### config.mk
export PLATFORM = sky130hd
export DESIGN_NAME = fma_path_ctl
export DESIGN_NICKNAME = d
export VERILOG_FILES = /design/src/rtl/fpc_pkg.sv /design/src/rtl/fpc_expdiff.sv /design/src/rtl/fpc_pathsel.sv /design/src/rtl/fpc_farctl.sv /design/src/rtl/fma_path_ctl.sv
export SDC_FILE = /design/constraint.sdc
export NUM_CORES = 1
export LEC_CHECK = 0
export BUFFER_PORTS_ARGS = -buffer_cell sky130_fd_sc_hd__buf_2
export CAP_MARGIN = 40
export CORE_MARGIN = 2
export CORE_UTILIZATION = 51
export DETAILED_ROUTE_END_ITERATION = 10
export HOLD_SLACK_MARGIN = 0.15
export PLACE_DENSITY = 0.75
export SYNTH_ARGS = -nofsm -noshare
export SYNTH_HDL_FRONTEND = slang
export SYNTH_SLANG_ARGS = --single-unit
### constraint.sdc
create_clock -name clk -period 0.8 [get_ports clk]
set_input_delay 0.08 -clock clk [delete_from_list [all_inputs] [get_ports clk]]
set_output_delay 0.08 -clock clk [all_outputs]
set_load 0.1 [all_outputs]
### src/rtl/fpc_pkg.sv
package fpc_pkg;
   localparam int CLOSE_SHIFT_W = 3;

   typedef enum logic [1:0] {
      CPL_NONE = 2'd0,
      CPL_ONE  = 2'd1,
      CPL_TWO  = 2'd2
   } cpl_e;
endpackage

### src/rtl/fpc_expdiff.sv
module fpc_expdiff #(
   parameter int EW   = 11,
   parameter int BIAS = 1023,
   parameter int DW   = EW + 2
) (
   input  logic [EW-1:0]        exp_a,
   input  logic [EW-1:0]        exp_b,
   input  logic [EW-1:0]        exp_c,
   input  logic                 is_fma,
   output logic signed [DW-1:0] diff,
   output logic                 neg
);
   localparam logic signed [DW-1:0] BIAS_S = DW'(BIAS);

   logic signed [DW-1:0] ea_s, eb_s, ec_s, prod_s;

   always_comb begin
      ea_s   = $signed({2'b00, exp_a});
      eb_s   = $signed({2'b00, exp_b});
      ec_s   = $signed({2'b00, exp_c});
      // product exponent keeps a single bias; add mode bypasses the factor B
      prod_s = is_fma ? (eb_s + ec_s - BIAS_S) : ec_s;
      diff   = ea_s - prod_s;
      neg    = diff[DW-1];
   end
endmodule

### src/rtl/fpc_pathsel.sv
module fpc_pathsel #(
   parameter int DW = 13
) (
   input  logic signed [DW-1:0]                     diff,
   input  logic                                     is_fma,
   input  logic                                     eff_sub,
   input  logic                                     prod_ovf,
   output logic                                     use_close,
   output logic [fpc_pkg::CLOSE_SHIFT_W-1:0]        close_shift
);
   localparam int CSW = fpc_pkg::CLOSE_SHIFT_W;
   localparam logic signed [DW-1:0] D_M1 = '1;
   localparam logic signed [DW-1:0] D_Z  = '0;
   localparam logic signed [DW-1:0] D_P1 = DW'(1);
   localparam logic signed [DW-1:0] D_P2 = DW'(2);

   logic ovf_eff;
   logic hit;

   always_comb begin
      // a plain add never produces a product overflow
      ovf_eff   = is_fma & prod_ovf;
      hit       = (diff == D_Z) || (diff == D_P1) ||
                  ((diff == D_P2) && ovf_eff) ||
                  ((diff == D_M1) && !ovf_eff);
      use_close = eff_sub & hit;
      close_shift = use_close ? CSW'(D_P2 - diff) : '0;
   end
endmodule

### src/rtl/fpc_farctl.sv
module fpc_farctl #(
   parameter int DW = 13,
   parameter int MW = 53,
   parameter int SW = 7
) (
   input  logic signed [DW-1:0] diff,
   input  logic                 neg,
   input  logic                 is_fma,
   input  logic                 eff_sub,
   input  logic                 use_close,
   output logic [SW-1:0]        far_shift,
   output logic                 far_a_shift,
   output logic                 far_sat,
   output fpc_pkg::cpl_e        cpl
);
   import fpc_pkg::*;

   localparam int ACAP = 2 * MW;

   logic [DW-1:0] mag;
   logic [DW-1:0] cap;
   logic          over;

   always_comb begin
      mag  = neg ? DW'(-diff) : DW'(diff);
      cap  = (neg && is_fma) ? DW'(ACAP) : DW'(MW);
      over = mag > cap;

      far_a_shift = !use_close && neg;
      far_sat     = !use_close && over;
      if (use_close)   far_shift = '0;
      else if (over)   far_shift = SW'(cap);
      else             far_shift = SW'(mag);

      // the shifted (smaller) operand is the one inverted
      if (use_close || !eff_sub) cpl = CPL_NONE;
      else if (neg)              cpl = CPL_ONE;
      else if (is_fma)           cpl = CPL_TWO;
      else                       cpl = CPL_ONE;
   end
endmodule

### src/rtl/fma_path_ctl.sv
module fma_path_ctl #(
   parameter int EW      = 11,
   parameter int BIAS    = 1023,
   parameter int MW      = 53,
   parameter bit REG_OUT = 1'b1,
   localparam int DW     = EW + 2,
   localparam int SW     = $clog2(2 * MW + 1)
) (
   input  logic                 clk,
   input  logic                 rst_n,
   input  logic [EW-1:0]        exp_a,
   input  logic [EW-1:0]        exp_b,
   input  logic [EW-1:0]        exp_c,
   input  logic                 is_fma,
   input  logic                 eff_sub,
   input  logic                 prod_ovf,
   output logic signed [DW-1:0] exp_diff,
   output logic                 diff_neg,
   output logic                 use_close,
   output logic [2:0]           close_shift,
   output logic [SW-1:0]        far_shift,
   output logic                 far_a_shift,
   output logic                 far_sat,
   output logic [1:0]           cpl_ones
);
   import fpc_pkg::*;

   if (EW < 4) begin : g_bad_ew
      $error("fma_path_ctl: EW must be at least 4");
   end
   if (BIAS != (1 << (EW - 1)) - 1) begin : g_bad_bias
      $error("fma_path_ctl: BIAS must equal 2**(EW-1)-1");
   end
   if (MW < 4) begin : g_bad_mw
      $error("fma_path_ctl: MW must be at least 4");
   end
   if (CLOSE_SHIFT_W != 3) begin : g_bad_csw
      $error("fma_path_ctl: near-path shift field must be 3 bits");
   end

   logic signed [DW-1:0] diff_c;
   logic                 neg_c, close_c, fa_c, sat_c;
   logic [2:0]           cs_c;
   logic [SW-1:0]        fs_c;
   cpl_e                 cpl_c;

   fpc_expdiff #(.EW(EW), .BIAS(BIAS), .DW(DW)) u_diff (
      .exp_a(exp_a), .exp_b(exp_b), .exp_c(exp_c), .is_fma(is_fma),
      .diff(diff_c), .neg(neg_c)
   );

   fpc_pathsel #(.DW(DW)) u_sel (
      .diff(diff_c), .is_fma(is_fma), .eff_sub(eff_sub), .prod_ovf(prod_ovf),
      .use_close(close_c), .close_shift(cs_c)
   );

   fpc_farctl #(.DW(DW), .MW(MW), .SW(SW)) u_far (
      .diff(diff_c), .neg(neg_c), .is_fma(is_fma), .eff_sub(eff_sub),
      .use_close(close_c), .far_shift(fs_c), .far_a_shift(fa_c),
      .far_sat(sat_c), .cpl(cpl_c)
   );

   if (REG_OUT) begin : g_reg
      always_ff @(posedge clk or negedge rst_n) begin
         if (!rst_n) begin
            exp_diff    <= '0;
            diff_neg    <= 1'b0;
            use_close   <= 1'b0;
            close_shift <= '0;
            far_shift   <= '0;
            far_a_shift <= 1'b0;
            far_sat     <= 1'b0;
            cpl_ones    <= '0;
         end else begin
            exp_diff    <= diff_c;
            diff_neg    <= neg_c;
            use_close   <= close_c;
            close_shift <= cs_c;
            far_shift   <= fs_c;
            far_a_shift <= fa_c;
            far_sat     <= sat_c;
            cpl_ones    <= cpl_c;
         end
      end
   end else begin : g_comb
      always_comb begin
         exp_diff    = diff_c;
         diff_neg    = neg_c;
         use_close   = close_c;
         close_shift = cs_c;
         far_shift   = fs_c;
         far_a_shift = fa_c;
         far_sat     = sat_c;
         cpl_ones    = cpl_c;
      end
   end
endmodule

==> out/metrics.cfg, run 1 <==
[yosys]
synth_edf_count = 0
ys_ff_latch = 28
syn-cell-area_um2 = 3231
synth.distinct_cells = 76
async_flop_share_pct = 100.0
synth_fp_nets = 464
synth_ff_type = dfrtp_1
ys_warn_count = 0
seq_area_frac_synth_pct = 21.69
syn_inst = 393
syn_avg_cell_area_um2 = 8.220

[clock_tree]
cts_buffers = 3
clockBufferDepth = 2
clock_sinks = 28
cts_max_level = 1
root_buffer = clkbuf_8

[outcome]
status = stopped before the end
failed_stage = global routing
stop_error = [ERROR DPL-0038] Utilization greater than 100%, impossible to legalize

[die]
initial_utilization_pct = 53.61
die_h_um = 83.59
fp-row-count = 28
io_pins = 67
die_w_um = 83.59

[placed_design]
dpl.cell_count = 658
portBuffers = 66
place_congestion = 0.9684
dp_hpwl_um = 9161

[global_routing]
grt_max_degree = 29

[sta]
grt-worst-endpoint = far_shift[2]$_DFF_PN0_/D
worstEndpointType = register input

-- per-stage QoR --
step / worst slack (ns) / hold WS, ns / util, % / cell area [µm²]
detailed placement: -4.908 / 0.09098 / 86.86 / 5234
global placement: -4.663 / 0.08203 / 86.86 / 5234
floorplan: -4.797 / -0.2156 / - / 3490
CTS: -4.378 / 0.1613 / 96.47 / 5813
-- cell families after synthesis --
| group | synth area share, % |
|---|---|
| mux | 4.803 |
| compound gates | 25.87 |
| fa+ha+maj | 13.25 |
| flops | 21.69 |
| xor+xnor | 7.824 |
| buf+inv | 4.299 |
| simple gates | 22.27 |
-- synth_stat cells (4+ instances only) --
cell       n  area share, %
nor2_1    34            4.0
nor3_1    12            1.9
dfrtp_1   28             22
and3_1     6            1.2
o211ai_1   7            1.6
or3_1      5           0.97
mux2_2     4            1.4
nor4_1     8            1.5
mux2i_1   11            3.4
nand2_1   33            3.8
inv_1     18            2.1
nand3_1   16            2.5
and2_1     6            1.2
a21oi_1   20            3.1
ha_1      31             12
a211o_1    5            1.4
clkbuf_1   6           0.70
a211oi_1   4           0.93
xnor2_1   13            3.5
o21a_1     6            1.4
o21ai_0   18            2.8
xor2_1    14            3.8
-- repair_timing --
item,4_1_cts
resized for setup,65
setup buffers,30
hold endpoints to repair,28
endpoints found under the setup margin,57
hold buffers,1
pin swaps,31
==> inputs of run 2 (changes only) <==
--- a/config.mk
+++ b/config.mk
@@ -8,10 +8,9 @@
 export BUFFER_PORTS_ARGS = -buffer_cell sky130_fd_sc_hd__buf_2
 export CAP_MARGIN = 40
 export CORE_MARGIN = 2
-export CORE_UTILIZATION = 51
+export CORE_UTILIZATION = 40
 export DETAILED_ROUTE_END_ITERATION = 10
-export HOLD_SLACK_MARGIN = 0.15
-export PLACE_DENSITY = 0.75
+export PLACE_DENSITY_LB_ADDON = 0.15
 export SYNTH_ARGS = -nofsm -noshare
 export SYNTH_HDL_FRONTEND = slang
 export SYNTH_SLANG_ARGS = --single-unit
==> constraint.sdc (replaced) <==
create_clock -name clk -period 1 [get_ports clk]
set_input_delay 0.1 -clock clk [delete_from_list [all_inputs] [get_ports clk]]
set_output_delay 0.1 -clock clk [all_outputs]
set_load 0.1 [all_outputs]
==> run 2 against run 1 <==
Area after synthesis unchanged. Synthesized cell count unchanged. The flow now finishes, with violations (setup timing).
==> out/metrics.cfg, run 2 <==
[outcome]
status = finished, violations left
violations = setup timing

[sta]
slew_viol_final = 0
slew_headroom_pct = 62.13
finalHoldViolCount = 0
hold_slack_ns = 0.1888
rsz0062_at_grt = yes
setup_viol = 30
setup_ws_ns = -4.446
timing.fmax_mhz = 183.6
max_slew.worst_pin.slew_ns = 0.5680
min_period_ns = 5.446
finalCritPeriodShare_pct = 544.6

[cells_and_area]
post_layout_nonfiller_instances = 729
nets = 699
area_delta_synth_final_pct = 91.25
top_register = exp_diff
multiInputGateArea_um2 = 2950
mostFrequentLayoutCell = buf_4
largest_register_ffs = 12
seq_area_um2 = 704.4
antennaDiodeCount = 0
mostFrequentLayoutCells = buf_4, buf_2, nand2_1, buf_6, buf_12
top_regs = exp_diff: 12 flops, far_shift: 7 flops, close_shift: 3 flops
n_fill_cell = 464
final_layout_size_suffix_gt1_share_pct = 54.07

[detailed_routing]
vias_per_cell = 5.641
vias = 4112
drt_iter0_markers = 189
drt-wirelength-per-cell_um = 16.79
wl_um = 12240
drtPass1Iterations = 4
drcViolationCount = 0
ant_nets = 0

[hold_path]
holdPathStages = 3
hp-class = input pin to flop
worst_hold_path.endpoint = use_close
hp-start = eff_sub

[critical_path]
cp_slowest_cell = fa_2
worst-path-max-fanout = 7
cp.arrival_ns = 5.61
cpMostUsedCell = ha_1
crit_buf_inv = 1
max_stage_delay_ns = 0.38
crit_path_end_kind = flop
critical_path.top_delay_family = compound AO/OA/AOI/OAI gates
startpoint_type = input pin
path_class = input pin to flop
required_ns = 1.16

[yosys]
synth_top_cell_area_share_pct = 21.69  ; unchanged
async_flop_share_pct = 100.0  ; unchanged
synth_ff_type = dfrtp_1
syn_avg_cell_area_um2 = 8.220  ; unchanged
ys_ff_latch = 28  ; unchanged
synthTopCellsByArea = dfrtp_1, ha_1, nor2_1
ys_warn_count = 0  ; unchanged
yosys-top-cells-count = nor2_1, nand2_1, ha_1
synth_edf_count = 0  ; unchanged
yosysTopAreaCell = dfrtp_1
synth.distinct_cells = 76  ; unchanged
yosysMostFrequentCell = nor2_1
seq_area_frac_synth_pct = 21.69  ; unchanged
syn_inst = 393  ; unchanged
syn-cell-area_um2 = 3231  ; unchanged
synth_fp_nets = 464  ; unchanged

[run]
maxCapViolations = 0

[power_and_ir_drop]
power_density_nw_per_um2 = 2156
irDropWorstVdd_uv = 871.0
power.leakage_nw = 2.823

[clock_tree]
cts_buffers = 3  ; unchanged
cts_tree = yes
clockBufferDepth = 2  ; unchanged
root_buffer = clkbuf_8
cts_max_level = 1  ; unchanged
clock_sinks = 28  ; unchanged
clkSlewWorstSetupHoldPaths_ns = 0.08

[die]
fp-row-count = 32  ; +14%
die_area_um2 = 8812
die_w_um = 93.87  ; +12%
io_pins = 67  ; unchanged
initial_utilization_pct = 41.59  ; -12 points
die_h_um = 93.87  ; +12%
core_area_um2 = 7767

[placed_design]
dp_hpwl_um = 8628  ; -5.8%
dpl.cell_count = 692  ; +5.2%
place_congestion = 0.9114  ; -5.9%
portBuffers = 66  ; unchanged

[global_routing]
grt_pass1_vias = 4046
antenna_found_initial = 0
grt_max_degree = 29
grt.total_usage_pct = 25.18
gr-total-overflow = 0
grt_first_pass_wirelength_um = 17930

run 2: cell counts after synthesis:
Identical to the previous run, type by type.
run 2: worst min-delay path, cell delays in order:
cell	delay [ns]
buf_2	0.10
buf_4	0.12
and2_1	0.11
run 2: layout make-up:
type / count / share of cell area (%)
Clock buffer: 4 / 0.8910
Inverter: 21 / 1.377
Multi-Input combinational cell: 331 / 47.75
Sequential cell: 28 / 11.40
Tap cell: 102 / 2.066
Timing Repair Buffer: 243 / 36.51
run 2: cell families (layout without fill, tap and decap cells):
logic type,Yosys count,count (layout),share of synthesized area (%)
simple gates,143,143,22.27
compound gates,112,112,25.87
buf+inv,34,268,4.299
fa+ha+maj,33,33,13.25
xor+xnor,28,28,7.824
flops,28,28,21.69
mux,15,15,4.803
run 2: metrics by stage:
step	util (%)	cell area (µm²)	setup TNS [ns]	total power [mW]	worst slack, ns
6_report	79.54	6178	-86.61	13.32	-4.446
5_1_grt	79.54	6178	-92.67	13.95	-4.749
4_1_cts	74.11	5757	-80.87	12.21	-4.188
3_5_place_dp	68.07	5288	-92.65	10.86	-4.651
3_3_place_gp	68.07	5288	-89.66	10.70	-4.504
2_1_floorplan	-	3448	-82.15	7.052	-4.617
run 2: per-layer routing:
metal	vias up	part of all wire [%]	GRT usage (%)
li1	1926	-	-
met1	1922	36	26.96
met2	202	53	49.52
met3	62	5.7	2.327
met4	0	5.7	10.63
met5	-	0	0
run 2: worst max path at each step:
stage,end,slack (ns),cells past startpoint,startpoint
global route,far_shift[5],-4.75,29,exp_c[0]
global placement,far_shift[5],-4.50,25,exp_c[0]
floorplan,far_shift[5],-4.62,26,exp_b[0]
finish,far_shift[5],-4.45,28,exp_c[0]
CTS,far_shift[5],-4.19,27,exp_c[0]
detailed placement,far_shift[5],-4.65,25,exp_c[0]
run 2: repair_timing:
action                                  in CTS  in global routing
gates resized for setup                     62                 58
buffers inserted                            14                 21
endpoints found under the setup margin      30                 30
cloned                                       0                  0
endpoints found under the hold margin       28                  0
hold buffers                                 1                  0
pin swaps                                   42                 29
run 2: power breakdown:
group	internal, mW	switching (mW)
sequential	1.44	0.257
clock	0.352	0.321
combinational	4.94	6.01
No activity file was read; power rests on OpenSTA's default activity.
==> inputs of run 3 (changes only) <==
--- a/config.mk
+++ b/config.mk
@@ -5,6 +5,7 @@
 export SDC_FILE = /design/constraint.sdc
 export NUM_CORES = 1
 export LEC_CHECK = 0
+export ABC_AREA = 1
 export BUFFER_PORTS_ARGS = -buffer_cell sky130_fd_sc_hd__buf_2
 export CAP_MARGIN = 40
 export CORE_MARGIN = 2
==> run 3 against run 2 <==
The flow still finishes with violations (setup timing). Largest cell class unchanged. Largest power group unchanged. Critical endpoint is now far_shift[4]. Final cell count increased by 1.9%. Core utilization decreased by 6.6 points. Area after synthesis decreased by 2.7%. Clock power decreased by 15%. Synthesized cell count increased by 12%.
==> out/metrics.cfg, run 3 <==
[yosys]
async_flop_share_pct = 100.0  ; unchanged
syn_inst = 439  ; +12%
synth_ff_type = dfrtp_1
synth_edf_count = 0  ; unchanged
synth.distinct_cells = 47  ; -38%
synthTopCellsByArea = dfrtp_1, nand2_1, ha_1
seq_area_frac_synth_pct = 22.30  ; +0.61 points
ys_warn_count = 0  ; unchanged
synth_top_cell_area_share_pct = 22.30  ; +0.61 points
yosysMostFrequentCell = nand2_1
yosys-top-cells-count = nand2_1, inv_1, nor2_1
synth_fp_nets = 510  ; +9.9%
syn_avg_cell_area_um2 = 7.157  ; -13%
syn-cell-area_um2 = 3142  ; -2.7%
yosysTopAreaCell = dfrtp_1
ys_ff_latch = 28  ; unchanged

[global_routing]
antenna_found_initial = 0  ; unchanged
grt_first_pass_wirelength_um = 14870  ; -17%
gr-total-overflow = 0  ; unchanged
grt_pass1_vias = 3457  ; -15%
grt_max_degree = 29  ; unchanged
grt.total_usage_pct = 20.96  ; -4.2 points

[critical_path]
cp.arrival_ns = 4.49  ; -1.12 ns
max_stage_delay_ns = 0.58  ; +0.20 ns
cp_slowest_cell = fa_2
path_class = input pin to flop
cpMostUsedCell = nand2_1
startpoint_type = input pin
worst-path-max-fanout = 6  ; -1
required_ns = 1.20  ; +0.04 ns
crit_path_end_kind = flop

[sta]
tns_ns = -68.11  ; +18.50 ns
slew_viol_final = 0  ; unchanged
finalCritPeriodShare_pct = 429.2  ; -120 points
setup_viol = 29  ; -3.3%
finalHoldViolCount = 0  ; unchanged
timing.fmax_mhz = 233.0  ; +27%
setup_ws_ns = -3.292  ; +1.153 ns
slew_headroom_pct = 63.08  ; +0.95 points
max_slew.worst_pin.slew_ns = 0.5538  ; -0.01426 ns
min_period_ns = 4.292  ; -1.153 ns
rsz0062_at_grt = yes

[clock_tree]
clock_sinks = 28  ; unchanged
root_buffer = clkbuf_8
clkSlewWorstSetupHoldPaths_ns = 0.08  ; about the same
cts_buffers = 3  ; unchanged
cts_tree = yes
cts_max_level = 1  ; unchanged
clockBufferDepth = 2  ; unchanged

[cells_and_area]
mostFrequentLayoutCell = buf_4
largest_register_ffs = 12  ; unchanged
top_register = exp_diff
nets = 713  ; +2.0%
antennaDiodeCount = 0  ; unchanged
post_layout_nonfiller_instances = 743  ; +1.9%
final_layout_size_suffix_gt1_share_pct = 52.57  ; -1.5 points
area_delta_synth_final_pct = 78.53
n_fill_cell = 612  ; +32%
mostFrequentLayoutCells = buf_4, nand2_1, inv_1, buf_2, buf_12
top_regs = exp_diff: 12 flops, far_shift: 7 flops, close_shift: 3 flops
final_util_pct = 72.97  ; -6.6 points

[outcome]
violations = setup timing
status = finished, violations left

[detailed_routing]
route.met3.wl_um = 326  ; -53%
met2_length_um = 4954  ; -23%
drtPass1Iterations = 5  ; +1
drt_iter0_markers = 112  ; -41%
met1_length_um = 3535  ; -19%
ant_nets = 0  ; unchanged
wl_um = 9075  ; -26%
vias_per_cell = 4.721  ; -16%
drcViolationCount = 0  ; unchanged
vias = 3508  ; -15%
dr.max_layer_used = met4
drt-wirelength-per-cell_um = 12.21  ; -27%

[placed_design]
place_congestion = 0.8520  ; -6.5%
dp_hpwl_um = 7298  ; -15%
portBuffers = 66  ; unchanged
dpl.cell_count = 715  ; +3.3%

[power_and_ir_drop]
p_switching_mw = 5.917  ; -10%
power_density_nw_per_um2 = 2074  ; -3.8%
seqPwrFrac_pct = 14.2  ; +1.4 points
irDropWorstVdd_uv = 887.5  ; +1.9%
intPower_mw = 5.716  ; -15%
pwr-share-clk_pct = 4.9  ; -0.2 points
comb_power_share_pct = 80.9  ; -1.3 points
power.leakage_nw = 2.875  ; +1.8%
netSwitchingFraction_pct = 50.86  ; +1.4 points

[die]
io_pins = 67  ; unchanged
die_h_um = 92.63  ; -1.3%
die_w_um = 92.63  ; -1.3%
core_area_um2 = 7687  ; -1.0%
die_area_um2 = 8579  ; -2.6%
fp-row-count = 32  ; unchanged
initial_utilization_pct = 40.87  ; -0.72 points

[hold_path]
hp-class = input pin to flop

[run]
maxCapViolations = 0  ; unchanged

==> run 3: cell types whose count changed in the layout (fill, tap and decap cells not counted), moves of 7 or more <==
cell and change:
buf_4 -28, buf_6 -12, inv_1 +35, inv_2 +16, mux2i_1 -8, nand2_1 +62
nand2_2 +24, nand3_1 +10, nand4_1 +9, nor3_1 -7
==> run 3: worst paths after layout <==
path / endpoint / from / cells past startpoint / slack [ns]
worst max-delay path: far_shift[4] / exp_c[0] / 35 / -3.29
worst min-delay path: cpl_ones[1] / eff_sub / 3 / 0.14
min in group asynchronous: exp_diff[0] / rst_n / 2 / 0.36
max in group asynchronous: diff_neg / rst_n / 2 / 0.23
==> run 3: cell type report <==
cell class | count | area (µm²) | area share (%)
Clock buffer | 4 | 45.04 | 0.8030
Inverter | 71 | 279.0 | 4.974
Multi-Input combinational cell | 336 | 2567 | 45.77
Sequential cell | 28 | 704.4 | 12.56
Tap cell | 102 | 127.6 | 2.275
Timing Repair Buffer | 202 | 1886 | 33.62
==> run 3: what timing repair did <==
item / 4_1_cts / 5_1_grt
cloned: 0 / 0
endpoints found under the hold margin: 28 / 0
endpoints found under the setup margin: 29 / 30
buffers inserted: 10 / 15
pin swaps: 16 / 35
hold buffers: 1 / 0
gates resized for setup: 22 / 75
==> run 3: logic make-up after synthesis <==
family,synth area share (%)
mux,0.3186
simple gates,37.83
fa+ha+maj,13.62
flops,22.30
compound gates,10.12
xor+xnor,6.373
buf+inv,9.438
==> run 3: power groups by stage <==
stage          Combinational [mW]  Clock (mW)  Sequential (mW)
2_1_floorplan                3.07           0             3.61
5_1_grt                      10.0       0.632             1.69
3_3_place_gp                 8.33           0             1.68
6_report                     9.41       0.569             1.66
4_1_cts                      8.70       0.582             1.66
3_5_place_dp                 8.46           0             1.69
==> run 3: layer usage <==
layer  global-route usage [%]  up-vias
li1                         -     1816
met1                    24.46     1591
met2                    40.39       87
met3                    1.709       14
met4                    6.373        0
met5                        0        -
==> run 3: per-stage QoR <==
| step | setup WS, ns | hold slack [ns] | area [µm²] | power, mW |
|---|---|---|---|---|
| after floorplan | -3.194 | -0.1956 | 3298 | 6.685 |
| after global placement | -3.405 | 0.1166 | 4999 | 10.01 |
| after detailed placement | -3.500 | 0.1217 | 4999 | 10.14 |
| after CTS | -3.130 | 0.1021 | 5220 | 10.95 |
| after global routing | -3.547 | 0.1444 | 5609 | 12.35 |
| final | -3.292 | 0.1417 | 5609 | 11.63 |
==> run 3: critical path, delay by kind of cell <==
kind,cells,cell delay (ns)
compound gates,6,0.81
xor+xnor,1,0.20
fa+ha+maj,4,1.32
buf+inv,3,0.25
simple gates,21,1.84
